[src/rtl/qpwm_pkg.sv]
package qpwm_pkg;

  typedef enum logic [1:0] {
    PS_DIV1  = 2'b00,
    PS_DIV4  = 2'b01,
    PS_DIV16 = 2'b10,
    PS_DIV64 = 2'b11
  } prescale_e;

  localparam int PC_W = 6;

  // last value of the instruction-cycle counter before the timer steps
  function automatic logic [PC_W-1:0] presc_last(input logic [1:0] ps);
    case (prescale_e'(ps))
      PS_DIV1:  presc_last = 6'd0;
      PS_DIV4:  presc_last = 6'd3;
      PS_DIV16: presc_last = 6'd15;
      default:  presc_last = 6'd63;
    endcase
  endfunction

  // phase qualification of a duty match
  function automatic logic phase_hit(input logic fine_en, input logic [1:0] phase,
                                     input logic [1:0] sel, input logic first_q1);
    phase_hit = fine_en ? (phase == sel) : first_q1;
  endfunction

endpackage

[src/rtl/qpwm_timebase.sv]
module qpwm_timebase
  import qpwm_pkg::*;
#(
  parameter int TW = 12
) (
  input  logic          clk,
  input  logic          rst_n,
  input  logic [TW-1:0] period_i,
  input  logic [1:0]    prescale_i,
  output logic [1:0]    phase_o,
  output logic [TW-1:0] timer_o,
  output logic          first_q1_o,
  output logic          period_start_o
);

  logic [1:0]      ph_q;
  logic [PC_W-1:0] pc_q;
  logic [TW-1:0]   tm_q;
  logic            end_q4;
  logic            pc_done;

  assign end_q4  = (ph_q == 2'd3);
  assign pc_done = (pc_q >= presc_last(prescale_i));

  always_ff @(posedge clk or negedge rst_n) begin
    if (!rst_n) begin
      ph_q <= 2'd0;
      pc_q <= '0;
      tm_q <= '0;
    end else begin
      ph_q <= ph_q + 2'd1;
      if (end_q4) begin
        if (pc_done) begin
          pc_q <= '0;
          tm_q <= (tm_q >= period_i) ? '0 : tm_q + TW'(1);
        end else begin
          pc_q <= pc_q + PC_W'(1);
        end
      end
    end
  end

  assign phase_o        = ph_q;
  assign timer_o        = tm_q;
  assign first_q1_o     = (ph_q == 2'd0) && (pc_q == '0);
  assign period_start_o = first_q1_o && (tm_q == '0);

endmodule

[src/rtl/qpwm_duty_bank.sv]
module qpwm_duty_bank #(
  parameter int NCH = 3,
  parameter int DW  = 14,
  parameter int SW  = 2
) (
  input  logic                    clk,
  input  logic                    rst_n,
  input  logic                    wr_en_i,
  input  logic [SW-1:0]           wr_sel_i,
  input  logic                    wr_hi_i,
  input  logic [7:0]              wr_data_i,
  input  logic [SW-1:0]           rd_sel_i,
  input  logic                    rd_hi_i,
  output logic [7:0]              rd_data_o,
  input  logic                    period_start_i,
  output logic [NCH-1:0][DW-1:0]  pend_o,
  output logic [NCH-1:0][DW-1:0]  work_o,
  output logic [NCH-1:0][DW-1:0]  eff_o
);

  localparam int HI_W = DW - 8;

  logic [NCH-1:0][DW-1:0] pend_q;
  logic [NCH-1:0][DW-1:0] work_q;

  for (genvar g = 0; g < NCH; g++) begin : g_chan
    logic hit;
    assign hit = wr_en_i && (wr_sel_i == SW'(g));

    always_ff @(posedge clk or negedge rst_n) begin
      if (!rst_n) begin
        pend_q[g] <= '0;
      end else if (hit) begin
        if (wr_hi_i) pend_q[g][DW-1:8] <= wr_data_i[HI_W-1:0];
        else         pend_q[g][7:0]    <= wr_data_i;
      end
    end

    always_ff @(posedge clk or negedge rst_n) begin
      if (!rst_n)              work_q[g] <= '0;
      else if (period_start_i) work_q[g] <= pend_q[g];
    end

    assign eff_o[g] = period_start_i ? pend_q[g] : work_q[g];
  end

  always_comb begin
    rd_data_o = 8'h00;
    for (int i = 0; i < NCH; i++) begin
      if (rd_sel_i == SW'(i)) begin
        rd_data_o = rd_hi_i ? {{(8-HI_W){1'b0}}, pend_q[i][DW-1:8]} : pend_q[i][7:0];
      end
    end
  end

  assign pend_o = pend_q;
  assign work_o = work_q;

endmodule

[src/rtl/qpwm_channel.sv]
module qpwm_channel
  import qpwm_pkg::*;
#(
  parameter int TW = 12,
  parameter int DW = TW + 2
) (
  input  logic          clk,
  input  logic          rst_n,
  input  logic [1:0]    phase_i,
  input  logic [TW-1:0] timer_i,
  input  logic          first_q1_i,
  input  logic          period_start_i,
  input  logic          fine_en_i,
  input  logic [DW-1:0] duty_i,
  output logic          match_o,
  output logic          pwm_o
);

  logic coarse_eq;
  logic pwm_q;

  assign coarse_eq = (duty_i[DW-1:2] == timer_i);
  assign match_o   = coarse_eq && phase_hit(fine_en_i, phase_i, duty_i[1:0], first_q1_i);

  always_ff @(posedge clk or negedge rst_n) begin
    if (!rst_n)              pwm_q <= 1'b0;
    else if (match_o)        pwm_q <= 1'b0;
    else if (period_start_i) pwm_q <= 1'b1;
  end

  assign pwm_o = pwm_q;

endmodule

[src/rtl/qpwm_top.sv]
module qpwm_top
  import qpwm_pkg::*;
#(
  parameter int NCH = 3,
  parameter int TW  = 12,
  parameter int SW  = 2
) (
  input  logic           clk,
  input  logic           rst_n,
  input  logic [TW-1:0]  period_i,
  input  logic [1:0]     prescale_i,
  input  logic           wr_en_i,
  input  logic [SW-1:0]  wr_sel_i,
  input  logic           wr_hi_i,
  input  logic [7:0]     wr_data_i,
  input  logic [SW-1:0]  rd_sel_i,
  input  logic           rd_hi_i,
  output logic [7:0]     rd_data_o,
  output logic [NCH-1:0] pwm_o
);

  localparam int DW = TW + 2;

  logic [1:0]             phase_w;
  logic [TW-1:0]          timer_w;
  logic                   first_q1_w;
  logic                   period_start_w;
  logic                   fine_en_w;
  logic [NCH-1:0][DW-1:0] pend_w;
  logic [NCH-1:0][DW-1:0] work_w;
  logic [NCH-1:0][DW-1:0] eff_w;
  logic [NCH-1:0]         match_w;

  assign fine_en_w = (prescale_i == PS_DIV1);

  qpwm_timebase #(.TW(TW)) u_tb (
    .clk(clk), .rst_n(rst_n), .period_i(period_i), .prescale_i(prescale_i),
    .phase_o(phase_w), .timer_o(timer_w), .first_q1_o(first_q1_w),
    .period_start_o(period_start_w)
  );

  qpwm_duty_bank #(.NCH(NCH), .DW(DW), .SW(SW)) u_bank (
    .clk(clk), .rst_n(rst_n),
    .wr_en_i(wr_en_i), .wr_sel_i(wr_sel_i), .wr_hi_i(wr_hi_i), .wr_data_i(wr_data_i),
    .rd_sel_i(rd_sel_i), .rd_hi_i(rd_hi_i), .rd_data_o(rd_data_o),
    .period_start_i(period_start_w),
    .pend_o(pend_w), .work_o(work_w), .eff_o(eff_w)
  );

  for (genvar c = 0; c < NCH; c++) begin : g_ch
    qpwm_channel #(.TW(TW), .DW(DW)) u_ch (
      .clk(clk), .rst_n(rst_n), .phase_i(phase_w), .timer_i(timer_w),
      .first_q1_i(first_q1_w), .period_start_i(period_start_w),
      .fine_en_i(fine_en_w), .duty_i(eff_w[c]),
      .match_o(match_w[c]), .pwm_o(pwm_o[c])
    );
  end

endmodule

[config.mk]
export PLATFORM = sky130hd
export DESIGN_NAME = qpwm_top
export DESIGN_NICKNAME = d
export VERILOG_FILES = /design/src/rtl/qpwm_pkg.sv /design/src/rtl/qpwm_timebase.sv /design/src/rtl/qpwm_duty_bank.sv /design/src/rtl/qpwm_channel.sv /design/src/rtl/qpwm_top.sv
export SDC_FILE = /design/constraint.sdc
export NUM_CORES = 1
export LEC_CHECK = 0
export CAP_MARGIN = 20
export CORE_MARGIN = 2
export CORE_UTILIZATION = 40
export CTS_CLUSTER_DIAMETER = 50
export DETAILED_ROUTE_END_ITERATION = 16
export PLACE_DENSITY = 0.69
export SYNTH_ARGS = -nofsm -noshare
export SYNTH_HDL_FRONTEND = slang
export SYNTH_SLANG_ARGS = --single-unit
[constraint.sdc]
create_clock -name clk -period 3.7 [get_ports clk]
set_input_delay 0.74 -clock clk [delete_from_list [all_inputs] [get_ports clk]]
set_output_delay 0.74 -clock clk [all_outputs]
set_load 0.02 [all_outputs]
==> impl_metrics.xml <==
<?xml version="1.0" encoding="UTF-8"?>
<metrics>
  <group name="pwr">
    <metric name="leakage" unit="nW">3.10</metric>
    <metric name="vdd.ir_drop.worst" unit="V">0.000361</metric>
    <metric name="power.total" unit="mW">3.30</metric>
    <metric name="power_density" unit="nW/um^2">473</metric>
  </group>
  <group name="setup_path">
    <metric name="worst_r2r_path_depth" unit="">10</metric>
    <metric name="crit_path_max_fanout" unit="">8</metric>
    <metric name="cpMostUsedCell" unit="">clkdlybuf4s50_1</metric>
    <metric name="setup.reg_to_reg.worst_slack" unit="ns">0.48</metric>
    <metric name="timing.critical_path.slowest_stage_cell" unit="">clkdlybuf4s50_1</metric>
    <metric name="worst_setup_path_startpoint" unit="">rd_hi_i</metric>
    <metric name="crit_path_cell_trace" unit="">clkdlybuf4s50_1, mux4_2, inv_1, o22ai_1, clkdlybuf4s50_1</metric>
    <metric name="endpoint" unit="">rd_data_o[0]</metric>
    <metric name="r2r-start" unit="">u_tb.timer_o[0]$_DFFE_PN0P_</metric>
    <metric name="worstSetupPathType" unit="">in -&gt; out</metric>
    <metric name="worstPathRequired" unit="ns">2.96</metric>
    <metric name="worstReg2RegEnd" unit="">g_ch[0].u_ch.pwm_o$_DFFE_PN0P_</metric>
    <metric name="worst_ep_arrival_time" unit="ns">2.69</metric>
    <metric name="worst_setup_path_end_kind" unit="">output port</metric>
    <metric name="worstSetupStartpointType" unit="">input port</metric>
    <metric name="cpPeakStageDelay" unit="ns">0.71</metric>
  </group>
  <group name="clock_network">
    <metric name="cts_root_buffer" unit="">clkbuf_16</metric>
    <metric name="clkLatencyLatePin" unit="ns">0.37</metric>
    <metric name="cts.clk_slew.worst_paths" unit="ns">0.07</metric>
    <metric name="clk_path_buf_depth" unit="">2</metric>
    <metric name="cts_resized" unit="">0</metric>
    <metric name="post-cts-setup-buffer-count" unit="">0</metric>
    <metric name="cts_hold_buf" unit="">0</metric>
    <metric name="cts-htree-levels" unit="">3</metric>
    <metric name="clock-sinks" unit="">107</metric>
    <metric name="cts_tree" unit="">done</metric>
    <metric name="cts_inserted_buffers" unit="">9</metric>
  </group>
  <group name="synthesis">
    <metric name="synthDominantAreaCellType" unit="">dfrtp_1</metric>
    <metric name="synthTopCellsByArea" unit="">dfrtp_1 44%, mux2_2 9.8%, nand2_1 5.7%</metric>
    <metric name="synthCells" unit="">608</metric>
    <metric name="synth_sequential_area_ratio" unit="%">44.1</metric>
    <metric name="synth_flop_cell" unit="">dfrtp_1</metric>
    <metric name="post-synth-top-area-fraction" unit="%">44.1</metric>
    <metric name="yosys_warnings" unit="">0</metric>
    <metric name="post_synth_net_total" unit="">663</metric>
    <metric name="synthTopCellsByCount" unit="">107 x dfrtp_1, 92 x nand2_1, 53 x mux2_2</metric>
    <metric name="synthArstFlopShare" unit="%">100</metric>
    <metric name="synth.lib_cells_used.distinct" unit="">66</metric>
    <metric name="yosysMostFrequentCell" unit="">dfrtp_1</metric>
    <metric name="mapped_cell_area" unit="sq um">6080</metric>
    <metric name="synth.ff_latch_count" unit="">107</metric>
    <metric name="synth.avg_cell_area" unit="sq um">10.0</metric>
    <metric name="synth-edff-count" unit="">0</metric>
  </group>
  <group name="route">
    <metric name="route.final.wire_length" unit="microns">16000</metric>
    <metric name="drc" unit="">0</metric>
    <metric name="total_vias_in_the_final_route" unit="">4842</metric>
    <metric name="postRouteAntennaNets" unit="">0</metric>
    <metric name="drt_first_pass_iters" unit="">5</metric>
    <metric name="drt-initial-drc-count" unit="">406</metric>
    <metric name="detail_route.vias_per_cell" unit="">5.76</metric>
    <metric name="routedWlPerCell" unit="microns">19.1</metric>
  </group>
  <group name="floorplan">
    <metric name="chipWidth" unit="microns">127</metric>
    <metric name="start_util" unit="%">40.4</metric>
    <metric name="floorplan.die_area" unit="sq um">16200</metric>
    <metric name="num_io_pins" unit="">42</metric>
    <metric name="placement_rows" unit="">45</metric>
    <metric name="placeableCoreArea" unit="sq um">15000</metric>
    <metric name="floorplan.die.height" unit="microns">127</metric>
  </group>
  <group name="sta">
    <metric name="hold_ws" unit="ns">0.480</metric>
    <metric name="max_freq" unit="GHz">0.291</metric>
    <metric name="worst_slew_pin_slew" unit="ns">0.884</metric>
    <metric name="setup_viol" unit="">0</metric>
    <metric name="fin_skew" unit="ns">0.0132</metric>
    <metric name="final_hold_violation_count" unit="">0</metric>
    <metric name="worst_slew_margin_rel" unit="%">41.1</metric>
    <metric name="final.min_clock_period" unit="ns">3.43</metric>
    <metric name="fin_setup_tns" unit="ns">0</metric>
    <metric name="final_min_period_over_clock_period" unit="%">92.8</metric>
    <metric name="rsz0062_at_grt" unit="">no</metric>
    <metric name="drv_slew" unit="">0</metric>
  </group>
  <group name="finish">
    <metric name="antennaDiodeCount" unit="">0</metric>
    <metric name="num-nets-final" unit="">702</metric>
    <metric name="finalCoreUtilization" unit="%">46.5</metric>
    <metric name="share_of_layout_cells_above_drive_strength_1" unit="%">15.6</metric>
    <metric name="area.growth.synth_to_final" unit="%">14.9</metric>
  </group>
  <group name="grt">
    <metric name="grt_pass1_vias" unit="">4845</metric>
    <metric name="grt_use_total" unit="%">20.6</metric>
    <metric name="antenna_found_initial" unit="">0</metric>
    <metric name="pin_count_of_the_biggest_net_entering_global_routing" unit="">68</metric>
    <metric name="wire_length_of_the_first_global_routing_pass" unit="microns">26000</metric>
    <metric name="globalRoute.totalOverflow" unit="">0</metric>
  </group>
  <group name="job">
    <metric name="max-cap-violations" unit="">0</metric>
  </group>
  <group name="min_path">
    <metric name="timing.hold.worst.class" unit="">in -&gt; async</metric>
  </group>
  <group name="place">
    <metric name="place.detailed.hpwl" unit="microns">11500</metric>
    <metric name="io_buffer_count" unit="">41</metric>
    <metric name="gp_congestion" unit="">0.919</metric>
  </group>
  <group name="outcome">
    <metric name="status" unit="">finished, final reports clean</metric>
  </group>
</metrics>
==> kinds of logic after synthesis <==
| group | Yosys count | synth area share [%] |
|---|---|---|
| AND/OR/NAND/NOR | 195 | 15.9 |
| AO/OA/AOI/OAI | 119 | 13.2 |
| flip-flops | 107 | 44.1 |
| multiplexers | 74 | 13.8 |
| buffers and inverters | 67 | 4.94 |
| adder cells (fa/ha/maj) | 24 | 4.94 |
| XOR/XNOR | 22 | 3.17 |
==> metal layers <==
layer / wire, microns / up-vias / global-route usage, %
met5: 0 / - / 0
met3: 794 / 31 / 3.18
met1: 7340 / 2379 / 28.0
li1: - / 2252 / -
met4: 415 / 0 / 8.02
met2: 7470 / 180 / 33.2
==> registers in the layout, summed over array words and instances (netlist names) <==
register,count
g_ch.u_ch.pwm_o,3
u_bank.pend_o,42
u_bank.work_o,42
u_tb.pc_q,6
u_tb.phase_o,2
u_tb.timer_o,12
==> layout make-up <==
cell class / instances / area [sq um]
clock inverter: 7 / 68.8
multi-input combinational: 434 / 3100
sequential: 107 / 2680
tap: 188 / 235
fill: 1387 / 8050
clock buffer: 9 / 225
timing repair buffer: 59 / 543
inverter: 36 / 135
==> how the worst min path moves through the flow <==
| stage | from | end | slack [ns] | cells after the start |
|---|---|---|---|---|
| floorplan | rst_n | g_ch[0].u_ch.pwm_o$_DFFE_PN0P_ | 0.44 | 0 |
| global placement | u_bank.work_o[6]$_DFF_PN0_ | u_bank.work_o[6]$_DFF_PN0_ | 0.48 | 2 |
| detailed placement | u_bank.work_o[6]$_DFF_PN0_ | u_bank.work_o[6]$_DFF_PN0_ | 0.49 | 2 |
| CTS | u_bank.work_o[6]$_DFF_PN0_ | u_bank.work_o[6]$_DFF_PN0_ | 0.51 | 2 |
| global route | u_bank.work_o[6]$_DFF_PN0_ | u_bank.work_o[6]$_DFF_PN0_ | 0.51 | 2 |
| finish | rst_n | u_bank.pend_o[28]$_DFFE_PN0P_ | 0.48 | 1 |
==> stage by stage <==
step	instance area [sq um]	setup WS, ns	std cells
2_1_floorplan	6080	0.653	608
3_3_place_gp	6690	0.253	824
3_5_place_dp	6690	0.211	824
4_1_cts	6990	0.268	840
5_1_grt	6990	0.175	840
6_report	6990	0.266	840
==> layout by cell type (no fill, tap or decap), types with 4 or more instances in the layout <==
cell type / instances
nor4_1: 5
nand2b_1: 8
o21ai_0: 20
a21o_1: 6
xor2_1: 10
nand3_1: 14
ha_1: 24
dfrtp_1: 107
a2111oi_0: 5
mux2i_1: 15
mux2_2: 53
nand2_1: 92
nor3_1: 13
a22o_1: 5
o2bb2ai_1: 5
a211oi_1: 7
a41oi_1: 4
nand4_1: 4
clkbuf_16: 9
xnor2_1: 12
nor3b_1: 5
a21oi_1: 28
buf_4: 19
inv_1: 35
o22ai_1: 12
nor2_1: 28
clkdlybuf4s50_1: 40
==> power breakdown <==
group | internal, mW | total [mW] | leakage [nW] | switching (mW)
clock network | 0.474 | 0.965 | 0.144 | 0.491
registers | 1.31 | 1.55 | 1.36 | 0.238
logic | 0.376 | 0.783 | 1.59 | 0.407
total | 2.17 | 3.30 | 3.10 | 1.14
==> critical path: cells and delay by family <==
kind | cells | cell delay [ns]
buffers and inverters | 3 | 1.32
AO/OA/AOI/OAI | 1 | 0.07
multiplexers | 1 | 0.56
(Power assumes the default switching activity.)
